[src/rtl/csr_access_pkg.sv]
`timescale 1ns/1ps
package csr_access_pkg;
  typedef enum logic [1:0] {
    OP_READ  = 2'd0,
    OP_WRITE = 2'd1,
    OP_XCHG  = 2'd2,
    OP_ALTRD = 2'd3
  } csr_op_e;

  typedef enum logic [1:0] {
    KIND_NONE  = 2'd0,
    KIND_GEN   = 2'd1,
    KIND_SAVE  = 2'd2,
    KIND_CONST = 2'd3
  } csr_kind_e;

  localparam int NUM_GEN = 5;
  localparam int GIDX_W  = $clog2(NUM_GEN);

  // register numbers
  localparam int A_CTL   = 'h00;  // refresh on write
  localparam int A_PREV  = 'h01;
  localparam int A_EXTEN = 'h02;  // refresh on write
  localparam int A_EPC   = 'h06;
  localparam int A_ASID  = 'h18;  // refresh on write
  localparam int A_ID    = 'h10;  // constant
  localparam int A_CFG1  = 'h11;  // constant
  localparam int A_CFG2  = 'h12;  // constant
  localparam int A_CFG3  = 'h13;  // constant
endpackage

[src/rtl/csr_decode.sv]
`timescale 1ns/1ps
module csr_decode
  import csr_access_pkg::*;
#(
  parameter int AW        = 8,
  parameter int XLEN      = 32,
  parameter int NUM_SAVE  = 16,
  parameter int SAVE_BASE = 'h30,
  parameter int CORE_ID   = 'h5A,
  localparam int SW       = $clog2(NUM_SAVE)
) (
  input  logic [AW-1:0]     csr_num,
  output csr_kind_e         kind,
  output logic              ro,
  output logic              refresh,
  output logic [GIDX_W-1:0] gidx,
  output logic [SW-1:0]     sidx,
  output logic [XLEN-1:0]   cval
);
  logic [AW-1:0] save_off;

  always_comb begin
    kind     = KIND_NONE;
    ro       = 1'b0;
    refresh  = 1'b0;
    gidx     = '0;
    cval     = '0;
    save_off = csr_num - AW'(SAVE_BASE);
    sidx     = save_off[SW-1:0];
    case (int'(csr_num))
      A_CTL:   begin kind = KIND_GEN; gidx = GIDX_W'(0); refresh = 1'b1; end
      A_PREV:  begin kind = KIND_GEN; gidx = GIDX_W'(1); end
      A_EXTEN: begin kind = KIND_GEN; gidx = GIDX_W'(2); refresh = 1'b1; end
      A_EPC:   begin kind = KIND_GEN; gidx = GIDX_W'(3); end
      A_ASID:  begin kind = KIND_GEN; gidx = GIDX_W'(4); refresh = 1'b1; end
      A_ID:    begin kind = KIND_CONST; ro = 1'b1; cval = XLEN'(CORE_ID); end
      A_CFG1:  begin kind = KIND_CONST; ro = 1'b1; cval = XLEN'(NUM_SAVE); end
      A_CFG2:  begin kind = KIND_CONST; ro = 1'b1; cval = XLEN'(XLEN); end
      A_CFG3:  begin kind = KIND_CONST; ro = 1'b1; end
      default: begin
        if (int'(csr_num) >= SAVE_BASE && int'(csr_num) < SAVE_BASE + NUM_SAVE)
          kind = KIND_SAVE;
      end
    endcase
  end
endmodule

[src/rtl/csr_bank.sv]
`timescale 1ns/1ps
module csr_bank
  import csr_access_pkg::*;
#(
  parameter int XLEN     = 32,
  parameter int NUM_SAVE = 16,
  localparam int SW      = $clog2(NUM_SAVE)
) (
  input  logic              clk,
  input  logic              rst,
  input  logic              we,
  input  csr_kind_e         kind,
  input  logic [GIDX_W-1:0] gidx,
  input  logic [SW-1:0]     sidx,
  input  logic [XLEN-1:0]   wval,
  output logic [XLEN-1:0]   rval
);
  logic [XLEN-1:0] gen_q  [NUM_GEN];
  logic [XLEN-1:0] save_q [NUM_SAVE];

  for (genvar g = 0; g < NUM_GEN; g++) begin : g_gen
    always_ff @(posedge clk) begin
      if (rst) gen_q[g] <= '0;
      else if (we && kind == KIND_GEN && int'(gidx) == g) gen_q[g] <= wval;
    end
    p_gen_hold_r3: assert property (@(posedge clk) disable iff (rst)
      !(we && kind == KIND_GEN && int'(gidx) == g) |=> $stable(gen_q[g]));
  end

  for (genvar s = 0; s < NUM_SAVE; s++) begin : g_save
    always_ff @(posedge clk) begin
      if (rst) save_q[s] <= '0;
      else if (we && kind == KIND_SAVE && int'(sidx) == s) save_q[s] <= wval;
    end
    p_save_hold_r8: assert property (@(posedge clk) disable iff (rst)
      !(we && kind == KIND_SAVE && int'(sidx) == s) |=> $stable(save_q[s]));
  end

  always_comb begin
    rval = '0;
    if (kind == KIND_GEN && int'(gidx) < NUM_GEN) rval = gen_q[gidx];
    else if (kind == KIND_SAVE) rval = save_q[sidx];
  end
endmodule

[src/rtl/csr_merge.sv]
`timescale 1ns/1ps
module csr_merge
  import csr_access_pkg::*;
#(
  parameter int XLEN = 32
) (
  input  csr_op_e         op,
  input  logic [XLEN-1:0] old_val,
  input  logic [XLEN-1:0] src,
  input  logic [XLEN-1:0] mask,
  output logic [XLEN-1:0] new_val
);
  always_comb begin
    if (op == OP_XCHG) new_val = (src & mask) | (old_val & ~mask);
    else               new_val = src;
  end
endmodule

[src/rtl/csr_access_unit.sv]
`timescale 1ns/1ps
module csr_access_unit
  import csr_access_pkg::*;
#(
  parameter int AW        = 8,
  parameter int XLEN      = 32,
  parameter int NUM_SAVE  = 16,
  parameter int SAVE_BASE = 'h30,
  parameter int CORE_ID   = 'h5A
) (
  input  logic            clk,
  input  logic            rst,
  input  logic            req_valid,
  input  logic [1:0]      req_op,
  input  logic [AW-1:0]   req_csr,
  input  logic [XLEN-1:0] req_wdata,
  input  logic [XLEN-1:0] req_mask,
  input  logic            priv_user,
  output logic            resp_valid,
  output logic [XLEN-1:0] resp_rdata,
  output logic            priv_fault,
  output logic            ill_trap,
  output logic            refresh_req
);
  localparam int SW = $clog2(NUM_SAVE);

  csr_op_e           op;
  csr_kind_e         dec_kind;
  logic              dec_ro, dec_ref;
  logic [GIDX_W-1:0] dec_gidx;
  logic [SW-1:0]     dec_sidx;
  logic [XLEN-1:0]   dec_cval, bank_rval, cur_val, new_val, nxt_rdata;
  logic              legal, is_wr, impl, bad_wr, we;

  assign op = csr_op_e'(req_op);

  csr_decode #(.AW(AW), .XLEN(XLEN), .NUM_SAVE(NUM_SAVE),
               .SAVE_BASE(SAVE_BASE), .CORE_ID(CORE_ID)) u_dec (
    .csr_num(req_csr), .kind(dec_kind), .ro(dec_ro), .refresh(dec_ref),
    .gidx(dec_gidx), .sidx(dec_sidx), .cval(dec_cval));

  csr_bank #(.XLEN(XLEN), .NUM_SAVE(NUM_SAVE)) u_bank (
    .clk(clk), .rst(rst), .we(we), .kind(dec_kind), .gidx(dec_gidx),
    .sidx(dec_sidx), .wval(new_val), .rval(bank_rval));

  csr_merge #(.XLEN(XLEN)) u_merge (
    .op(op), .old_val(cur_val), .src(req_wdata), .mask(req_mask),
    .new_val(new_val));

  always_comb begin
    legal     = req_valid && !priv_user;
    is_wr     = (op == OP_WRITE) || (op == OP_XCHG);
    impl      = dec_kind != KIND_NONE;
    bad_wr    = legal && impl && is_wr && dec_ro;
    we        = legal && impl && is_wr && !dec_ro;
    cur_val   = (dec_kind == KIND_CONST) ? dec_cval : bank_rval;
    nxt_rdata = (legal && impl && !bad_wr) ? cur_val : '0;
  end

  always_ff @(posedge clk) begin
    if (rst) begin
      resp_valid  <= 1'b0;
      resp_rdata  <= '0;
      priv_fault  <= 1'b0;
      ill_trap    <= 1'b0;
      refresh_req <= 1'b0;
    end else begin
      resp_valid  <= req_valid;
      resp_rdata  <= nxt_rdata;
      priv_fault  <= req_valid && priv_user;
      ill_trap    <= bad_wr;
      refresh_req <= we && dec_ref;
    end
  end

  p_user_fault_r1: assert property (@(posedge clk) disable iff (rst)
    req_valid && priv_user |=> priv_fault && !ill_trap && !refresh_req && resp_rdata == '0);

  p_unimpl_zero_r2: assert property (@(posedge clk) disable iff (rst)
    req_valid && dec_kind == KIND_NONE |=> resp_rdata == '0 && !ill_trap && !refresh_req);

  p_const_trap_r4: assert property (@(posedge clk) disable iff (rst)
    req_valid && !priv_user && int'(req_csr) == A_ID &&
    (op == OP_WRITE || op == OP_XCHG) |=> ill_trap && resp_rdata == '0);

  p_one_flag_r11: assert property (@(posedge clk) disable iff (rst)
    $onehot0({priv_fault, ill_trap, refresh_req}));

  p_flag_with_resp_r11: assert property (@(posedge clk) disable iff (rst)
    (priv_fault || ill_trap || refresh_req) |-> resp_valid);

  p_resp_follows_r11: assert property (@(posedge clk) disable iff (rst)
    req_valid |=> resp_valid);
endmodule

[config.mk]
export PLATFORM = sky130hd
export DESIGN_NAME = csr_access_unit
export DESIGN_NICKNAME = d
export VERILOG_FILES = /design/src/rtl/csr_access_pkg.sv /design/src/rtl/csr_decode.sv /design/src/rtl/csr_bank.sv /design/src/rtl/csr_merge.sv /design/src/rtl/csr_access_unit.sv
export SDC_FILE = /design/constraint.sdc
export NUM_CORES = 1
export LEC_CHECK = 0
export CORE_ASPECT_RATIO = 0.5
export CORE_MARGIN = 1.5
export CORE_UTILIZATION = 55
export CTS_CLUSTER_SIZE = 8
export DETAILED_ROUTE_END_ITERATION = 6
export GPL_ROUTABILITY_DRIVEN = 0
export PLACE_DENSITY = 0.79
export SYNTH_ARGS = -nofsm -noshare
export SYNTH_HDL_FRONTEND = slang
export SYNTH_HIERARCHICAL = 1
export SYNTH_SLANG_ARGS = --single-unit
[constraint.sdc]
create_clock -name clk -period 13.2 [get_ports clk]
set_clock_uncertainty 0.05 [all_clocks]
set_input_delay 3.96 -clock clk [delete_from_list [all_inputs] [get_ports clk]]
set_output_delay 3.96 -clock clk [all_outputs]
set_load 0.1 [all_outputs]
==> results of run 1 <==
stage by stage:
| stage | instances | total power, mW | utilization | instance area [um^2] | worst slack (ps) |
|---|---|---|---|---|---|
| after CTS | 3164 | 5.18 | 0.640 | 38200 | 4000 |
| after global placement | 2980 | 2.84 | 0.592 | 35300 | 3460 |
| after detailed placement | 2980 | 2.85 | 0.592 | 35300 | 3360 |
| final | 3167 | 5.16 | 0.641 | 38200 | 3980 |
| after global routing | 3165 | 5.30 | 0.641 | 38200 | 3710 |
| after floorplan | 2245 | 2.74 | - | 33600 | 2980 |
placed cells by master (no fill, tap or decap), types with 4 or more instances in the layout:
cell             netlist  routed
nand2b_1               5       4
o21ai_4                0       8
nand2_1                5       4
nor3b_2               20      20
a22oi_1               22      22
nor2b_1               35      34
mux2_2               107     107
nor4_4                 0       4
nor3b_1               14      14
mux2_4                20      20
dfxtp_1               36      36
inv_1                  5       5
buf_4                 43      64
clkbuf_16              0      99
nor3_4                 5      16
clkbuf_1             117      79
conb_1                 1      27
o211ai_1              32      32
clkdlybuf4s50_1        0     108
and2_1               674     674
o221ai_1              32      32
o31ai_4                0      12
mux2i_1               32      32
mux4_2               128     128
edfxtp_1             672     672
o22ai_1               32      32
nor2_1                 6       6
a22oi_2               10      10
registers in the layout, summed over array words and instances (netlist names):
name	flops
resp_valid	1
ill_trap	1
priv_fault	1
resp_rdata	32
u_bank/save_q	512
u_bank/gen_q	160
refresh_req	1
routing by layer:
metal | GRT usage | vias up
met5 | 0 | -
met4 | 0.129 | 2
met3 | 0.0646 | 203
met2 | 0.445 | 1219
met1 | 0.389 | 9875
li1 | - | 8276
how the worst min path moves through the flow:
stage	from	end	slack, ps	cells past startpoint
floorplan	u_bank/gen_q[4][31]$_SDFFCE_PN0P_	resp_rdata[31]$_SDFF_PP0_	760	4
global route	u_bank/gen_q[4][31]$_SDFFCE_PN0P_	resp_rdata[31]$_SDFF_PP0_	880	4
global placement	u_bank/gen_q[4][0]$_SDFFCE_PN0P_	resp_rdata[0]$_SDFF_PP0_	810	4
finish	u_bank/gen_q[4][14]$_SDFFCE_PN0P_	resp_rdata[14]$_SDFF_PP0_	840	4
CTS	u_bank/gen_q[4][14]$_SDFFCE_PN0P_	resp_rdata[14]$_SDFF_PP0_	840	4
detailed placement	u_bank/gen_q[4][1]$_SDFFCE_PN0P_	resp_rdata[1]$_SDFF_PP0_	830	4
cell type report:
cell class | count | share of cell area
clock inverters | 6 | 0.00262
well taps | 812 | 0.0266
diodes | 2 | 0.000131
inverters | 7 | 0.000720
flip-flops and latches | 708 | 0.547
multi-input cells | 1277 | 0.308
clock buffers | 178 | 0.0726
repair buffers | 177 | 0.0422
worst max-delay path: stages:
cell             delay, ps
clkdlybuf4s50_1        840
or3_1                  560
a31oi_1                740
o21bai_1               170
or3b_1                 430
nor2_1                 300
nand4b_2               720
or2_1                  630
o21ai_4                660
buf_4                  420
where the power goes:
part | total [mW] | switching [mW] | leakage, nW | internal (mW)
sequential | 2.52 | 0.0151 | 7.51 | 2.51
combinational | 0.290 | 0.185 | 5.19 | 0.104
clock | 2.35 | 0.922 | 1.36 | 1.43
total | 5.16 | 1.12 | 14.1 | 4.04
cell families after synthesis:
| group | Yosys count | share of synthesized area |
|---|---|---|
| compound gates | 157 | 0.0360 |
| xor+xnor | 1 | 0.000262 |
| buf+inv | 260 | 0.0388 |
| flops | 708 | 0.624 |
| mux | 288 | 0.141 |
| other cells | 1 | 0.000112 |
| simple gates | 804 | 0.159 |
==> metrics.cfg, run 1 <==
[synth]
ys.warnings.count = 6
synth_top_area_frac = 0.603
synthArstFlopShare = 0
syn_area_um2 = 33500
synth-edff-count = 672
synth_sequential_area_ratio = 0.624
ys_types = 56
synth_common_cells = and2_1 (674), edfxtp_1 (672), mux4_2 (128)
avgSynthCellArea_um2 = 15.1
synth_flop_cell = edfxtp_1
synth.most_common_cell = and2_1
synthCells = 2219
yosys.area.top_type = edfxtp_1
ys_ff_latch = 708
synth.area.top_cells = edfxtp_1 (60%), and2_1 (13%), mux4_2 (8.6%)

[placed_design]
port_buffers = 113
dp_hpwl_um = 49700

[outcome]
violations = design-rule violations
status = complete, but fails checks

[setup_path]
crit_path_end = u_bank/save_q[15][27]$_SDFFCE_PN0P_
start_kind = input port
reg2reg_depth = 6
r2r-end = u_bank/save_q[13][4]$_SDFFCE_PN0P_
criticalPathCategory = in -> reg
r2r_slack_ps = 10260
crit_arrival_ps = 9470
timing.rr.start = u_bank/save_q[8][4]$_SDFFCE_PN0P_
worstPathRequired_ps = 13440
critPathLaunch = req_csr[2]
cp_max_fo = 19
cp-end-kind = flop

[clock_network]
cts_setup_buffers = 0
clockBufferDepth = 3
clock_tree.root_cell = clkbuf_16
hold_buffers = 0
insertion_delay_ps = 630
cts.sinks = 708
cts_tree = yes
ctsResizeCount = 0
ctsHtreeMaxLevel = 3
cts_inserted_buffers = 98
clkTransAtPathRegs_ps = 50

[run]
max_cap_violations = 0

[sta]
whs_ps = 844
setup-tns-final_ps = 0
tightest_slew_ps = 1180
setup_violations = 0
relSlewSlack = 0.206
rsz0062_at_grt = false
fmax_mhz = 108
period_needed_ps = 9220
post-route-period-util = 0.699
slew_viol_final = 0
hold_viol_final = 0

[detailed_routing]
wl_met3_um = 9650
drt-met1-wl_um = 34200
viasPerCell = 6.18
dr.first_iter.drc_count = 2153
drtAntennaViolNets = 0
finalWirelength_um = 88200
num_vias = 19575
wl_met2_um = 40600
drtPass1Iterations = 7
top_layer = met5
drc_errors = 1
wl_per_cell_um = 27.9

[floorplanning]
start_util = 0.561
die_area_um2 = 62400
io_pins = 114
die_y_um = 177
num_rows = 63
die_w_um = 352
coreArea_um2 = 59700

[grt]
grt_pass1_wl_um = 128000
overflow = 0
grt_antenna_before_repair = 6
grt_max_degree = 62
gr-usage-all-layers = 0.286
grt_pass1_vias = 19724

[pwr]
ir_drop_mv = 0.106
p_per_area_nw_per_um2 = 135
p_leak_nw = 14.1

[layout]
nFillCells = 4090
seq_area_um2 = 20900
nets = 2347
drive_above_1_share = 0.221
area_delta_synth_final_pct = 14.2
multiInputGateArea_um2 = 11800

[worst_hold_path]
hp-class = reg -> reg

Power figures use the tool's default switching activity.
==> run 2, diff against run 1 <==
==> constraint.sdc (replaced) <==
create_clock -name clk -period 8.8 [get_ports clk]
set_clock_uncertainty 0.05 [all_clocks]
set_input_delay 2.64 -clock clk [delete_from_list [all_inputs] [get_ports clk]]
set_output_delay 2.64 -clock clk [all_outputs]
set_load 0.1 [all_outputs]
==> run 2 against run 1 <==
Net effect:
- the run now ends clean
- clock power grew 50%
- wire length decreased by 1.4%
- hold slack improved by 3.6 ps
- flip-flop and latch count unchanged
- utilization barely moved
- clock-buffer cell count decreased by 12
- register-to-register slack lost 4400 ps
- combinational power rose by 53%
- power up 50%
- via count barely moved
- highest routed layer unchanged
==> metrics.cfg, run 2 (same netlist as run 1, synthesis figures left out) <==
[outcome]
status = finished clean

[setup_path]
crit_arrival_ps = 7070
r2r-end = u_bank/save_q[0][7]$_SDFFCE_PN0P_
timing.rr.start = u_bank/save_q[7][7]$_SDFFCE_PN0P_
worstPathRequired_ps = 9000
criticalPathCategory = in -> reg
cp-end-kind = flop
r2r_slack_ps = 5900
start_kind = input port
cp_max_fo = 32
reg2reg_depth = 6

[sta]
post-route-period-util = 0.781
fmax_mhz = 145
relSlewSlack = 0.0329
period_needed_ps = 6880
setup-tns-final_ps = 0
slew_viol_final = 0
rsz0062_at_grt = false
hold_viol_final = 0
setup_violations = 0
tightest_slew_ps = 1450

[pwr]
switching_share = 0.221
p_leak_nw = 14.0
p_int_mw = 6.03
p_per_area_nw_per_um2 = 203
ir_drop_mv = 0.164
p_clk_frac = 0.455
switching_power_mw = 1.72
finalPower_mw = 7.75
power_frac_comb = 0.057
seq_power_share = 0.488

[run]
max_cap_violations = 0

[worst_hold_path]
holdPathEnd = resp_rdata[30]$_SDFF_PP0_
min_from = u_bank/gen_q[4][30]$_SDFFCE_PN0P_
hp-class = reg -> reg
min_path_cells = 4

[grt]
grt_pass1_vias = 19678
grt_pass1_wl_um = 128000
grt_max_degree = 72
gr-usage-all-layers = 0.283
overflow = 0
grt_antenna_before_repair = 1

[detailed_routing]
finalWirelength_um = 87000
viasPerCell = 6.22
drc_errors = 0
num_vias = 19582
drtPass1Iterations = 5
drtAntennaViolNets = 0
dr.first_iter.drc_count = 2505
wl_per_cell_um = 27.6

[layout]
largest_register_ffs = 512
layout_commonest_cell = and2_1
regMostFlops = u_bank/save_q
drive_above_1_share = 0.220
area_delta_synth_final_pct = 14.2
reg_top3 = u_bank/save_q: 512 flops, u_bank/gen_q: 160 flops, resp_rdata: 32 flops
layout_common_cells = and2_1 (674), edfxtp_1 (672), mux4_2 (128)
nets = 2338

[floorplanning]
coreArea_um2 = 59700
die_y_um = 177
die_area_um2 = 62400
num_rows = 63
start_util = 0.561
die_w_um = 352
io_pins = 114

[clock_network]
cts_inserted_buffers = 98
cts_tree = yes
cts_setup_buffers = 0
clock_tree.root_cell = clkbuf_16
ctsHtreeMaxLevel = 3
ctsResizeCount = 0
insertion_delay_ps = 650
clockBufferDepth = 3
hold_buffers = 0
cts.sinks = 708
clkTransAtPathRegs_ps = 50

[placed_design]
dp_hpwl_um = 50500
port_buffers = 113

## run 2: per-layer routing
metal,wire [um],track usage,vias up
li1,-,-,8242
met1,34000,0.385,10001
met2,40800,0.446,1147
met3,8560,0.0598,190
met4,3600,0.122,2
met5,13,0,-
## run 2: power groups by stage
stage	sequential (mW)	combinational, mW	clock [mW]
floorplan	3.85	0.268	0
global placement	3.84	0.432	0
detailed placement	3.85	0.438	0
CTS	3.78	0.440	3.56
global route	3.79	0.462	3.71
finish	3.78	0.443	3.53
## run 2: area by class of cell
cell class	count	area, um^2
diodes	1	2.50
flip-flops and latches	708	20900
inverters	7	27.5
clock inverters	8	191
clock buffers	166	2710
repair buffers	168	1560
multi-input cells	1277	11800
well taps	812	1020
fillers	4012	21400
## run 2: how the worst max path moves through the flow
stage                     slack [ps]  startpoint                             endpoint
final                           1920  req_csr[5]    u_bank/gen_q[1][31]$_SDFFCE_PN0P_
after global routing            1820  req_csr[5]    u_bank/gen_q[1][31]$_SDFFCE_PN0P_
after CTS                       2000  req_csr[5]    u_bank/gen_q[1][31]$_SDFFCE_PN0P_
after detailed placement        1360  req_csr[5]    u_bank/gen_q[1][25]$_SDFFCE_PN0P_
after global placement          1510  req_csr[5]  u_bank/save_q[11][21]$_SDFFCE_PN0P_
after floorplan                  580  req_csr[5]    u_bank/save_q[3][0]$_SDFFCE_PN0P_
## run 2: per-stage QoR
step                      utilization  instance area [um^2]  instances  worst slack [ps]  hold slack [ps]
final                           0.641                 38200       3147              1920              848
after global routing            0.640                 38200       3146              1820              884
after CTS                       0.640                 38200       3146              2000              851
after detailed placement        0.592                 35300       2972              1360              845
after global placement          0.592                 35300       2972              1510              810
after floorplan                     -                 33600       2245               577              757
## run 2: worst max-delay path: stages
cell and delay (ps):
clkdlybuf4s50_1 430, or3_1 490, or3_4 460, o31ai_1 100, buf_4 240, o21bai_1 110, or3b_1 400, nor2_1 300
nand4bb_1 790, o31ai_4 450, buf_4 640
